## src/rtl/gpio_group_pkg.sv

```systemverilog
package gpio_group_pkg;

    localparam int PIN_W      = 8;
    localparam int ADDR_W     = 12;
    localparam int DATA_W     = 32;
    localparam int MAX_PORTS  = 4;
    localparam int PORT_IDX_W = 2;
    localparam int KIND_W     = 3;
    localparam int ALIAS_BIT  = 11;

    typedef enum logic [KIND_W-1:0] {
        K_ENABLE   = 3'd0,
        K_OUT_EN   = 3'd1,
        K_OUT_VAL  = 3'd2,
        K_PIN_IN   = 3'd3,
        K_INT_STAT = 3'd4,
        K_INT_EN   = 3'd5,
        K_INT_LVL  = 3'd6,
        K_INT_CLR  = 3'd7
    } reg_kind_e;

    typedef struct packed {
        logic                  hit;
        logic                  alias_win;
        logic [PORT_IDX_W-1:0] port;
        reg_kind_e             kind;
    } bus_dec_t;

    typedef struct packed {
        logic             masked;
        reg_kind_e        kind;
        logic [PIN_W-1:0] sel;
        logic [PIN_W-1:0] val;
    } port_wr_t;

    // Offset layout: [11] window, [10:7] zero, [6:4] kind, [3:2] port, [1:0] zero
    function automatic bus_dec_t decode_addr(input logic [ADDR_W-1:0] a);
        bus_dec_t d;
        d.hit       = (a[10:7] == 4'd0) && (a[1:0] == 2'd0);
        d.alias_win = a[ALIAS_BIT];
        d.port      = a[3:2];
        d.kind      = reg_kind_e'(a[6:4]);
        return d;
    endfunction

    // Plain writes replace the lane; masked writes merge under the select byte.
    function automatic logic [PIN_W-1:0] lane_update(input logic [PIN_W-1:0] cur,
                                                     input port_wr_t w);
        if (w.masked)
            return (cur & ~w.sel) | (w.val & w.sel);
        return w.val;
    endfunction

endpackage

```

## src/rtl/gpio_sync.sv

```systemverilog
module gpio_sync #(
    parameter int W = 8
) (
    input  logic         clk,
    input  logic         rst,
    input  logic [W-1:0] d,
    output logic [W-1:0] q
);
    logic [W-1:0] stage1;

    always_ff @(posedge clk) begin
        if (rst) begin
            stage1 <= '0;
            q      <= '0;
        end else begin
            stage1 <= d;
            q      <= stage1;
        end
    end
endmodule

```

## src/rtl/gpio_port.sv

```systemverilog
module gpio_port
    import gpio_group_pkg::*;
(
    input  logic             clk,
    input  logic             rst,
    input  logic             wr_en,
    input  port_wr_t         wr,
    input  logic [PIN_W-1:0] pin_sync,
    output logic [PIN_W-1:0] en_q,
    output logic [PIN_W-1:0] oe_q,
    output logic [PIN_W-1:0] out_q,
    output logic [PIN_W-1:0] ien_q,
    output logic [PIN_W-1:0] lvl_q,
    output logic [PIN_W-1:0] stat_q
);
    logic [PIN_W-1:0] en_d, oe_d, out_d, ien_d, lvl_d, stat_d;
    logic [PIN_W-1:0] clr_bits, hit_bits;

    always_comb begin
        en_d     = en_q;
        oe_d     = oe_q;
        out_d    = out_q;
        ien_d    = ien_q;
        lvl_d    = lvl_q;
        clr_bits = '0;
        if (wr_en) begin
            case (wr.kind)
                K_ENABLE:  en_d  = lane_update(en_q, wr);
                K_OUT_EN:  oe_d  = lane_update(oe_q, wr);
                K_OUT_VAL: out_d = lane_update(out_q, wr);
                K_INT_EN:  if (!wr.masked) ien_d = wr.val;
                K_INT_LVL: if (!wr.masked) lvl_d = wr.val;
                K_INT_CLR: if (!wr.masked) clr_bits = wr.val;
                default:   ;
            endcase
        end
        // Level match on enabled pins; a live match outranks a clear.
        hit_bits = ien_q & ~(pin_sync ^ lvl_q);
        stat_d   = (stat_q & ~clr_bits) | hit_bits;
    end

    always_ff @(posedge clk) begin
        if (rst) begin
            en_q   <= '0;
            oe_q   <= '0;
            out_q  <= '0;
            ien_q  <= '0;
            lvl_q  <= '0;
            stat_q <= '0;
        end else begin
            en_q   <= en_d;
            oe_q   <= oe_d;
            out_q  <= out_d;
            ien_q  <= ien_d;
            lvl_q  <= lvl_d;
            stat_q <= stat_d;
        end
    end
endmodule

```

## src/rtl/gpio_readback.sv

```systemverilog
module gpio_readback
    import gpio_group_pkg::*;
#(
    parameter int NUM_PORTS = 4,
    localparam int BUS_W    = NUM_PORTS * PIN_W
) (
    input  bus_dec_t         dec,
    input  logic [BUS_W-1:0] en_flat,
    input  logic [BUS_W-1:0] oe_flat,
    input  logic [BUS_W-1:0] out_flat,
    input  logic [BUS_W-1:0] sync_flat,
    input  logic [BUS_W-1:0] status_flat,
    input  logic [BUS_W-1:0] inten_flat,
    input  logic [BUS_W-1:0] level_flat,
    output logic [PIN_W-1:0] rd_byte
);
    int idx;

    always_comb begin
        idx     = int'(dec.port);
        rd_byte = '0;
        if (dec.hit && idx < NUM_PORTS) begin
            case (dec.kind)
                K_ENABLE:   rd_byte = en_flat[idx*PIN_W +: PIN_W];
                K_OUT_EN:   rd_byte = oe_flat[idx*PIN_W +: PIN_W];
                K_OUT_VAL:  rd_byte = out_flat[idx*PIN_W +: PIN_W];
                K_PIN_IN:   rd_byte = sync_flat[idx*PIN_W +: PIN_W];
                K_INT_STAT: rd_byte = status_flat[idx*PIN_W +: PIN_W];
                K_INT_EN:   rd_byte = inten_flat[idx*PIN_W +: PIN_W];
                K_INT_LVL:  rd_byte = level_flat[idx*PIN_W +: PIN_W];
                default:    rd_byte = '0;
            endcase
        end
    end
endmodule

```

## src/rtl/gpio_group.sv

```systemverilog
module gpio_group
    import gpio_group_pkg::*;
#(
    parameter int NUM_PORTS = 4,
    localparam int BUS_W    = NUM_PORTS * PIN_W
) (
    input  logic              clk,
    input  logic              rst,
    input  logic              req_valid,
    input  logic              req_write,
    input  logic [ADDR_W-1:0] req_addr,
    input  logic [DATA_W-1:0] req_wdata,
    output logic              rsp_valid,
    output logic [DATA_W-1:0] rsp_rdata,
    input  logic [BUS_W-1:0]  pad_in,
    output logic [BUS_W-1:0]  pad_out,
    output logic [BUS_W-1:0]  pad_oe,
    output logic              irq
);
    bus_dec_t         dec;
    port_wr_t         wr;
    logic             rd_req;
    logic [PIN_W-1:0] rd_byte;

    logic [BUS_W-1:0] sync_flat, en_flat, oe_flat, out_flat;
    logic [BUS_W-1:0] status_flat, inten_flat, level_flat;

    assign dec    = decode_addr(req_addr);
    assign rd_req = req_valid && !req_write;

    always_comb begin
        wr.masked = dec.alias_win;
        wr.kind   = dec.kind;
        wr.sel    = req_wdata[2*PIN_W-1:PIN_W];
        wr.val    = req_wdata[PIN_W-1:0];
    end

    gpio_sync #(.W(BUS_W)) u_sync (
        .clk (clk),
        .rst (rst),
        .d   (pad_in),
        .q   (sync_flat)
    );

    for (genvar p = 0; p < NUM_PORTS; p++) begin : g_port
        logic wr_sel;
        assign wr_sel = req_valid && req_write && dec.hit &&
                        (dec.port == PORT_IDX_W'(p));

        gpio_port u_port (
            .clk      (clk),
            .rst      (rst),
            .wr_en    (wr_sel),
            .wr       (wr),
            .pin_sync (sync_flat[p*PIN_W +: PIN_W]),
            .en_q     (en_flat[p*PIN_W +: PIN_W]),
            .oe_q     (oe_flat[p*PIN_W +: PIN_W]),
            .out_q    (out_flat[p*PIN_W +: PIN_W]),
            .ien_q    (inten_flat[p*PIN_W +: PIN_W]),
            .lvl_q    (level_flat[p*PIN_W +: PIN_W]),
            .stat_q   (status_flat[p*PIN_W +: PIN_W])
        );
    end

    assign pad_out = out_flat;
    assign pad_oe  = en_flat & oe_flat;
    assign irq     = |(status_flat & inten_flat);

    gpio_readback #(.NUM_PORTS(NUM_PORTS)) u_rb (
        .dec         (dec),
        .en_flat     (en_flat),
        .oe_flat     (oe_flat),
        .out_flat    (out_flat),
        .sync_flat   (sync_flat),
        .status_flat (status_flat),
        .inten_flat  (inten_flat),
        .level_flat  (level_flat),
        .rd_byte     (rd_byte)
    );

    always_ff @(posedge clk) begin
        if (rst) begin
            rsp_valid <= 1'b0;
            rsp_rdata <= '0;
        end else begin
            rsp_valid <= rd_req;
            if (rd_req)
                rsp_rdata <= {{(DATA_W-PIN_W){1'b0}}, rd_byte};
        end
    end
endmodule

```

## config.mk

```make
export PLATFORM = sky130hd
export DESIGN_NAME = gpio_group
export DESIGN_NICKNAME = d
export VERILOG_FILES = /design/src/rtl/gpio_group_pkg.sv /design/src/rtl/gpio_sync.sv /design/src/rtl/gpio_port.sv /design/src/rtl/gpio_readback.sv /design/src/rtl/gpio_group.sv
export SDC_FILE = /design/constraint.sdc
export NUM_CORES = 1
export LEC_CHECK = 0
export BUFFER_PORTS_ARGS = -buffer_cell sky130_fd_sc_hd__buf_2
export CORE_AREA = 2 2 178 180
export DETAILED_ROUTE_END_ITERATION = 10
export DIE_AREA = 0 0 180 182
export GPL_ROUTABILITY_DRIVEN = 1
export PLACE_DENSITY = 0.74
export SLEW_MARGIN = 40
export SYNTH_ARGS = -nofsm -noshare
export SYNTH_HDL_FRONTEND = slang
export SYNTH_HIERARCHICAL = 1
export SYNTH_SLANG_ARGS = --single-unit
```

## constraint.sdc

```tcl
create_clock -name clk -period 2.95 [get_ports clk]
set_input_delay 0.4425 -clock clk [delete_from_list [all_inputs] [get_ports clk]]
set_output_delay 0.4425 -clock clk [all_outputs]
set_load 0.1 [all_outputs]
```

After elaboration in Yosys (flattened, before gate mapping)
Index checks and enable logic that the tools add are counted.

Register bits after elaboration: 265. Output and inout bits: 98. Logic and storage cells: 180.

Equality and inequality tests: 10. Shift-type cells: 7. Mux-type cells: 48. Bitwise operators: 53. Reductions and logical operators: 34.

Operators with widths (number): two-way mux 8 bit (31); variable part select 32 x 6 -> 8 bit (7); bitwise AND 8 bit (21); bitwise OR 8 bit (16); NOT 8 bit (9); bitwise AND 32 bit (2); one-hot mux 8 bit (7 select lines) (1); OR reduction 32 bit (1); bitwise XOR 8 bit (4); AND reduction 2 bit (12); AND reduction 3 bit (8); two-way mux 1 bit (16); equality test 3 bit, second input constant (4); logical AND 1 bit (8); equality test 3 x 2 -> 1 bit, second input constant (2); equality test 2 bit, second input constant (2); zero test 2 bit (2); zero test 4 bit (1); equality test 3 x 1 -> 1 bit, second input constant (1); zero test 3 bit (1); equality test 2 x 1 -> 1 bit, second input constant (1); zero test 1 bit (1); NOT 1 bit (1).

Depth between registers and ports, before layout
Gate-level depths: netlist of the first run.

Depth in word-level cells: 8. Depth in mapped cells: 11. Mapped depth without buffers: 9.

Cells and area by module
The synthesis of the first run kept the hierarchy.

By module, submodules not included: gpio_port (times used 4, cells each 230, area each 2178.3 um^2, sequential area each 960.9 um^2); gpio_readback (times used 1, cells each 312, area each 2183.3 um^2, sequential area each 0.0 um^2); gpio_sync (times used 1, cells each 135, area each 1918.1 um^2, sequential area each 1281.2 um^2); gpio_group (times used 1, cells each 127, area each 903.4 um^2, sequential area each 180.2 um^2).

Worst setup path after synthesis of the first run
OpenSTA, ideal clock, no wires.

Path kind: input to register. Start: input port req_addr[10]. End: register (tool-made name). Arrival: 2.638 ns. Required time: 2.828 ns. Setup slack: 0.190 ns. Stages on the path: 7. Cells stage by stage: or4_4 > or4_4 > nor3_1 > buf_4 > nor4b_2 > nand2_1 > mux2i_1.

RTL lines: from (decl) (line gpio_group.sv:11) `input logic [ADDR_W-1:0] req_addr,`.

Worst setup path in the final report of the first run
Start: register g_port[0].u_port.ien_q[5]. End: output port irq.

Cells in the longest elaborated chain, start to end: 2.

RTL lines: from (decl) (line gpio_port.sv:12) `output logic [PIN_W-1:0] ien_q,`; from (signal assigned) (line gpio_port.sv:54) `ien_q <= ien_d;`; bitwise AND 32 bit (line gpio_group.sv:67) `assign irq = |(status_flat & inten_flat);`; OR reduction 32 bit (line gpio_group.sv:67); to (decl) (line gpio_group.sv:18) `output logic irq`.

Every way passes these cells.

==> metrics, run 1 <==
Max Cap Viol=0; clk slew on worst S/H paths=0.06 ns; CTS max path bufs=3; max-slew violations=0; DPL Wire Length=around 32 mm; Nets=between 1,500 and 2,000; final worst path period need=2.816 ns; H-tree level count=1; I/O pins=between 150 and 200; top-count cell post-synth=dfxtp_1; Synth async-reset ratio=0%; Starting Density=approximately 44%; total number of vias=11,870; highest net fanout along the worst path=4; first-pass GRT wire length=just under 70 mm; Worst R2R Setup Slack=between 0.9 and 1 ns; worst rel slew slack=40.23%; Crit Path Class=register to output pin; final non-filler cell total=2,090; f_max=roughly 360 MHz; CTS tree=built; routability cong.=0.9845; Distinct cells, synth=about 70; Post-synth EDFFs=0; CP Launch Type=register; final core utilization=between 50% and 60%; mux cell area share after synthesis=between 10% and 20%; Residual DRC=0; footprint of the multi-input gates=approximately 7800 um^2; sequential cell area=5305 um^2; Post-Route WL=44.71 mm; gate count after technology mapping=1,494; syn_area_per_cell=9.182 um^2; status=complete, no violations; RSZ-0062 raised after global routing=false; layout cells sized above 1=between 20% and 30%; worst-margin pin slew=0.8948 ns; Chip Height=about 180 um; initial antenna violation count=4; Worst VDD drop=roughly 0.00036 V; DIE WIDTH=between 150 and 200 um; cell taking the most area after synthesis=dfxtp_1; post-synth top area share=about two fifths; Yosys reg bits=265; Synth Area in XOR/XNOR=approximately 2%; DRT antenna net count=0; post-cts sizing count=0; yosys warns=6; HP Class=primary input to register; simple-gate share of the synthesized area=28.26%; post-route cell area=16,060 um^2; top post-synthesis cells by area=dfxtp_1 (39%), mux2i_1 (13%), nand2b_1 (11%); # hold bufs at CTS=0; CP arrival=about 2.4 ns; P&R area growth vs syn=17.06%; router iterations before antenna repair=5; Die Area=between 30,000 and 40,000 um^2; largest net degree at the start of global routing=approximately 80; vias in the first global route=approximately 11,000; CP endpoint kind=output pin; Leak=6.811 nW; global route overflow=0; Post-Syn Area=13,720 um^2; Synth Flop Type=dfxtp_1; core box area=between 30,000 and 40,000 um^2; ratio of final minimum period to clock period=95.46%; skew final=about 0.017 ns; total CTS buffers=28; sequential share of the synthesized area=~39%; Adder-Cell Fraction of Synth Area=0%; WL/cell=21.39 um; Worst-Skew Late Latency=0.56 ns; CTS Root Cell=clkbuf_16; TritonCTS Sinks=265; final hold slack=between 0.08 and 0.09 ns; CP Data Required Time=roughly 2.5 ns; Placed Area=15,110 um^2; setup bufs post-CTS=0; Compound-Gate Fraction of Synth Area=about a tenth; initial DRC count=roughly 1,200; Hold Fails Final Rpt=0; vias per cell=5.679; Post-synth top cells=dfxtp_1 (265), nand2b_1 (236), mux2i_1 (176), nand2_1 (165), nor2b_2 (60); FP Rows=between 60 and 70; fillcell total=around 2,800; dpl cells=a little over 2,000; Total Routing Usage GR=a little over a quarter; port bufs=137; PD cells=499.1 nW/um^2; main combinational cell family by area after synthesis=simple AND/OR/NAND/NOR gates; Final setup viols=0
## power breakdown
part           internal, mW  switching (mW)
clock network          2.04            1.54
logic                 0.248           0.538
registers              3.62          0.0260
total                  5.91            2.11
## path summary, 6_finish.rpt
check,startpoint,endpoint,cells past startpoint
worst max register to register,register,rsp_rdata[3],8
worst min-delay path,pad_in[1],u_sync/stage1[1],2
worst min register to register,u_sync/stage1[18],u_sync/q[18],1
worst max-delay path,g_port[0].u_port/ien_q[5],irq,4
## metal layers
metal / up-vias / global-route usage, % / wire length [um]
met3: 130 / 5.195 / 4537
met4: 2 / 11.22 / 2028
met1: 5619 / 36.90 / 18940
li1: 5467 / - / -
met2: 652 / 40.21 / 19200
met5: - / 0 / 11
## worst max-delay path: stages (launching register included)
cell	delay, ns
dfxtp_1	0.37
a22oi_1	0.34
nand4_1	0.15
or4_1	0.61
buf_2	0.34
## kinds of logic (layout without fill, tap and decap cells)
family,Yosys count,after routing
flip-flops,265,265
multiplexers,193,193
buffers and inverters,128,298
other,1,25
XOR/XNOR,32,32
AND/OR/NAND/NOR,654,654
AO/OA/AOI/OAI,221,221
## placed cells by master (no fill, tap or decap), types with 9 or more instances in the layout
master,netlist,routed
dfxtp_1,265,265
nand2b_1,236,236
mux2i_1,176,176
nand2_1,165,165
buf_2,25,133
buf_4,37,96
nor2b_2,60,60
a21oi_1,58,58
o21ai_0,53,53
nand3_1,36,36
and2_1,35,35
nor2_1,33,33
xnor2_1,32,32
clkbuf_16,0,29
a22oi_1,24,24
conb_1,1,24
nor2b_1,20,20
nor3_1,16,16
o221ai_1,16,16
o22ai_1,11,11
inv_1,10,10
mux4_2,9,9
## final cells by class
cell class	count	area share, %
Multi-Input combinational cell	1124	48.33
Sequential cell	265	33.04
Timing Repair Buffer	235	9.342
Clock buffer	36	5.057
Tap cell	402	3.132
Clock inverter	15	0.8026
Inverter	12	0.2805
Antenna cell	1	0.01558
## per-stage QoR
stage               total power, mW  TNS, ns  setup WS (ns)
global placement              4.483   -1.708        -0.1549
global route                  8.248        0         0.1309
floorplan                     4.255        0         0.1896
finish                        8.014        0         0.1338
CTS                           8.047        0         0.1724
detailed placement            4.491   -1.279       -0.09364
Note: power is estimated with default switching activity, not from simulation.
==> run 2: changes to the inputs <==
CTS_BUF_LIST = sky130_fd_sc_hd__clkbuf_4   (was default)
==> run 2 against run 1 <==
Compared with the run above: die area is the same; wire length up 1.5%; via count up 3.9%; combinational power rose by 4.3%; flip-flop and latch count unchanged; hold slack improved by 0.041 ns; fmax fell by 2.7%; clock-buffer cell count is 61 higher; worst setup slack got worse by 0.079 ns.
==> metrics, run 2 (synthesis gave the netlist of run 1 again) <==
status=complete, no violations (unchanged); fillcell total=2,882 (was 2,848); vias per cell=5.635 (was 5.679); total CTS buffers=71 (was 28); highest net fanout along the worst path=4 (unchanged); FP Rows=65 (unchanged); slack of the critical path=0.05530 ns (was 0.1338 ns); DIE WIDTH=180 um (unchanged); first-pass GRT wire length=68.98 mm (was 67.88 mm); HP Class=primary input to register (unchanged); CTS max path bufs=3 (unchanged); H-tree level count=3 (was 1); worst rel slew slack=43.16% (was 40.23%); CP Buf/Inv Count=1 (unchanged); most common cell after layout, fill and taps aside=dfxtp_1 (unchanged); Final setup viols=0 (unchanged); Post-Route Setup TNS=0 ns (unchanged); CP max-delay cell=or4_1 (unchanged); global route overflow=0 (unchanged); CP Data Required Time=2.51 ns (about the same); final non-filler cell total=2,188 (was 2,090); Hold Fails Final Rpt=0 (unchanged); Worst VDD drop=0.0003024 V (was 0.0003552 V); Worst R2R Setup Slack=0.91 ns (was 0.94 ns); I/O pins=178 (unchanged); CP arrival=2.45 ns (was 2.37 ns); CP endpoint kind=output pin (unchanged); WL/cell=20.74 um (was 21.39 um); TritonCTS Sinks=265 (unchanged); Nets=1,821 (was 1,746); P&R area growth vs syn=18.59% (was 17.06%); Chip Height=182 um (unchanged); vias in the first global route=11,820 (was 11,310); clk slew on worst S/H paths=0.06 ns (about the same); most frequent cells in the layout=dfxtp_1 (265), nand2b_1 (236), mux2i_1 (176), nand2_1 (165), buf_2 (132) (was dfxtp_1 (265), nand2b_1 (236), mux2i_1 (176), nand2_1 (165), buf_2 (133)); Crit Path Class=register to output pin (unchanged); Post-Route WL=45.38 mm (was 44.71 mm); final worst path period need=2.895 ns (was 2.816 ns); dpl cells=2,038 (unchanged); router iterations before antenna repair=5 (unchanged); worst-margin pin slew=0.8508 ns (was 0.8948 ns); initial DRC count=1,320 (was 1,227); Leak=6.991 nW (was 6.811 nW); f_max=345.5 MHz (was 355.1 MHz); post-route cell area=16,270 um^2 (was 16,060 um^2); DPL Wire Length=32.40 mm (unchanged); RSZ-0062 raised after global routing=false (unchanged); Worst path top cell family by delay=simple AND/OR/NAND/NOR gates (unchanged); max-slew violations=0 (unchanged); CP Launch Type=register (unchanged); sequential cell area=5305 um^2 (unchanged); routability cong.=0.9845 (unchanged); ratio of final minimum period to clock period=98.13% (was 95.46%); CTS Root Cell=clkbuf_4 (was clkbuf_16); PD cells=465.2 nW/um^2 (was 499.1 nW/um^2); Starting Density=44.27% (unchanged); core box area=30,990 um^2 (unchanged); Worst-Skew Late Latency=0.71 ns (was 0.56 ns); DRT antenna net count=0 (unchanged); setup bufs post-CTS=0 (unchanged); Total Routing Usage GR=27.13% (was 26.56%); Placed Area=15,110 um^2 (unchanged); total number of vias=12,330 (was 11,870); DP Worst Slack=-0.09364 ns (unchanged); initial antenna violation count=6 (was 4); CTS tree=built (unchanged); Max Cap Viol=0 (unchanged); Residual DRC=0 (unchanged); largest net degree at the start of global routing=82 (unchanged); final core utilization=52.50% (was 51.82%); footprint of the multi-input gates=7761 um^2 (unchanged); port bufs=137 (unchanged); Die Area=32,760 um^2 (unchanged); layout cells sized above 1=24.90% (was 23.24%); CP max stage delay=0.63 ns (was 0.61 ns); skew final=0.06741 ns (was 0.01662 ns); worst path cell trace=a22oi_1 -> nand4_1 -> or4_1 -> buf_4 (was a22oi_1 -> nand4_1 -> or4_1 -> buf_2)
[run 2: worst min-delay path, cell delays in order]
cell     delay, ns
buf_2         0.09
nor2b_1       0.11
nand2_1       0.09
a21oi_1       0.05
[run 2: layout make-up]
class                           instances  share of cell area, %
Timing Repair Buffer                  267                  11.21
Inverter                               12                 0.2769
Tap cell                              402                  3.092
Clock buffer                           97                  4.476
Antenna cell                            3                0.04615
Sequential cell                       265                  32.61
Multi-Input combinational cell       1124                  47.71
Clock inverter                         18                 0.5845
[run 2: routing by layer]
layer | share of wire (%) | GRT usage [%]
met1 | 42 | 36.90
met4 | 4.3 | 12.75
met2 | 43 | 40.69
met3 | 10 | 6.278
met5 | 0.048 | 0
[run 2: through the flow]
step           power (mW)  hold WS (ns)
6_report            7.567        0.1287
5_1_grt             7.879        0.1511
4_1_cts             7.615        0.1261
3_5_place_dp        4.491        0.4219
3_3_place_gp        4.483        0.4163
2_1_floorplan       4.255        0.4138
[run 2: power by group]
part           switching, mW  internal (mW)  leakage (nW)
Combinational          0.545          0.275          4.35
Sequential            0.0262           3.62          2.15
Clock                   1.51           1.60         0.497
[run 2: what timing repair did]
action / in CTS / in global routing
setup endpoints to repair: 0 / 1
resized for setup: 0 / 2
endpoints found under the hold margin: 32 / 0
hold buffers: 32 / 0
[run 2: final timing paths]
kind / from / to / depth (start not counted)
max: g_port[0].u_port/ien_q[5] / irq / 4
min: req_write / rsp_rdata[1] / 4
max reg2reg: register / rsp_rdata[3] / 8
min reg2reg: u_sync/stage1[17] / u_sync/q[17] / 1
==> run 3: changes to the inputs <==
CORE_AREA = 2 2 188 171   (was 2 2 178 180)
DIE_AREA = 0 0 190 173   (was 0 0 180 182)
==> run 3 against run 2 <==
Compared with the run above: global-route usage grew 0.58 points; flip-flop and latch count is the same; die area grew 0.34%; clock-buffer cell count grew 12; non-clock buffer count grew 11; register-to-register slack lost 0.16 ns; combinational power grew 2%; clock skew shrank 0.0048 ns; fmax shrank 0.68%; cell area grew 1.1%; total power grew 2.6%; clock power grew 6%; largest cell class unchanged; highest routed layer unchanged.
==> metrics, run 3 (synthesis gave the netlist of run 1 again) <==
final core utilization=53.45% (was 52.50%); DIE WIDTH=190 um (was 180 um); sequential cell area=5305 um^2 (unchanged); final non-filler cell total=2,213 (was 2,188); f_max=343.1 MHz (was 345.5 MHz); Chip Height=173 um (was 182 um); hold path start=req_write (unchanged); Die Area=32,870 um^2 (was 32,760 um^2); Nets=1,834 (was 1,821); Leak=7.084 nW (was 6.991 nW); setup bufs post-CTS=0 (unchanged); vias in the first global route=11,990 (was 11,820); skew final=0.06257 ns (was 0.06741 ns); routability cong.=0.9931 (was 0.9845); worst-margin pin slew=0.6849 ns (was 0.8508 ns); DPL Wire Length=32.69 mm (was 32.40 mm); CTS max path bufs=3 (unchanged); Total Routing Usage GR=27.71% (was 27.13%); Worst VDD drop=0.0003639 V (was 0.0003024 V); dpl cells=2,056 (was 2,038); Post-Route WL=46.34 mm (was 45.38 mm); Worst-Skew Late Latency=0.73 ns (was 0.71 ns); clk slew on worst S/H paths=0.06 ns (about the same); largest net degree at the start of global routing=81 (was 82); CP endpoint kind=output pin (unchanged); H-tree level count=3 (unchanged); CP arrival=2.47 ns (was 2.45 ns); CTS Root Cell=clkbuf_4 (unchanged); most common cell after layout, fill and taps aside=dfxtp_1 (unchanged); max-slew violations=0 (unchanged); HP Class=primary input to register (unchanged); Max Cap Viol=0 (unchanged); WL/cell=20.94 um (was 20.74 um); router iterations before antenna repair=5 (unchanged); worst hold endpoint=rsp_rdata[0] (was rsp_rdata[1]); CTS tree=built (unchanged); P&R area growth vs syn=19.84% (was 18.59%); Hold Fails Final Rpt=0 (unchanged); Starting Density=44.60% (was 44.27%); PD cells=472.5 nW/um^2 (was 465.2 nW/um^2); first-pass GRT wire length=69.80 mm (was 68.98 mm); TritonCTS Sinks=265 (unchanged); fillcell total=2,820 (was 2,882); total CTS buffers=73 (was 71); Hold Path Stages=4 (unchanged); total number of vias=12,350 (was 12,330); reg2reg end=rsp_rdata[3] (unchanged); Post-Route Setup TNS=0 ns (unchanged); Crit Path Class=register to output pin (unchanged); DRT antenna net count=0 (unchanged); CP Launch Type=register (unchanged); initial antenna violation count=2 (was 6); global route overflow=0 (unchanged); Worst R2R Setup Slack=0.75 ns (was 0.91 ns); most frequent cells in the layout=dfxtp_1 (265), nand2b_1 (236), mux2i_1 (176), nand2_1 (165), buf_2 (132) (unchanged); initial DRC count=1,266 (was 1,320); Final setup viols=0 (unchanged); core box area=30,760 um^2 (was 30,990 um^2); worst rel slew slack=54.17% (was 43.16%); RSZ-0062 raised after global routing=false (unchanged); footprint of the multi-input gates=7771 um^2 (was 7761 um^2); FP Rows=61 (was 65); FF-to-FF path depth=9 (was 8); final worst path period need=2.914 ns (was 2.895 ns); vias per cell=5.582 (was 5.635); CP Data Required Time=2.51 ns (about the same); highest net fanout along the worst path=4 (unchanged); Final Total Pwr=7.768 mW (was 7.567 mW); I/O pins=178 (unchanged); ratio of final minimum period to clock period=98.79% (was 98.13%); Residual DRC=0 (unchanged); port bufs=137 (unchanged); status=complete, no violations (unchanged); layout cells sized above 1=25.87% (was 24.90%)
-- run 3: changes by cell type in the layout (fill, tap and decap cells not counted) --
cell	delta
clkinv_2	-1
a22oi_1	-2
inv_2	-2
buf_4	+11
clkbuf_4	+12
clkinv_1	-2
a22oi_2	+2
-- run 3: per-layer routing --
metal / global-route usage (%) / vias to the layer above / wire length [um]
li1: - / 5691 / -
met4: 13.57 / 2 / 2174
met2: 40.89 / 713 / 19900
met3: 8.179 / 152 / 5390
met5: 0 / - / 13
met1: 36.81 / 5794 / 18860
-- run 3: stage by stage --
stage | setup WS (ns) | hold WS (ns) | cell area [um^2]
global placement | -0.1104 | 0.4171 | 15200
floorplan | 0.1896 | 0.4138 | 13800
global route | 0.01588 | 0.1700 | 16430
detailed placement | -0.08192 | 0.4193 | 15200
finish | 0.03558 | 0.1546 | 16440
CTS | 0.003578 | 0.09461 | 16420
-- run 3: how the worst max path moves through the flow --
stage,startpoint,to,cells past startpoint
after floorplan,req_addr[10],register,7
after detailed placement,req_addr[10],register,9
after global routing,g_port[1].u_port/stat_q[4],irq,4
after global placement,req_addr[10],register,10
final,g_port[0].u_port/ien_q[3],irq,4
after CTS,g_port[0].u_port/ien_q[5],irq,4
-- run 3: report_power, final --
part	internal [mW]	total, mW	switching [mW]
Sequential	3.62	3.64	0.0248
Combinational	0.281	0.835	0.553
Clock	1.76	3.29	1.53
Total	5.66	7.77	2.11
-- run 3: timing repair --
| item | in CTS | in global routing |
|---|---|---|
| hold endpoints to repair | 32 | 0 |
| gates resized for setup | 1 | 2 |
| setup endpoints to repair | 1 | 1 |
| hold buffers | 32 | 0 |
-- run 3: cell type report --
type	count	area share (%)
Antenna cell	3	0.04567
Clock buffer	109	4.978
Clock inverter	13	0.4567
Inverter	12	0.2740
Multi-Input combinational cell	1124	47.27
Sequential cell	265	32.27
Tap cell	409	3.113
Timing Repair Buffer	278	11.59
-- run 3: critical path: stages, from the launching register on --
cell and delay (ns):
dfxtp_1 0.37, a22oi_1 0.28, nand4_1 0.17, or4_1 0.67, buf_4 0.29
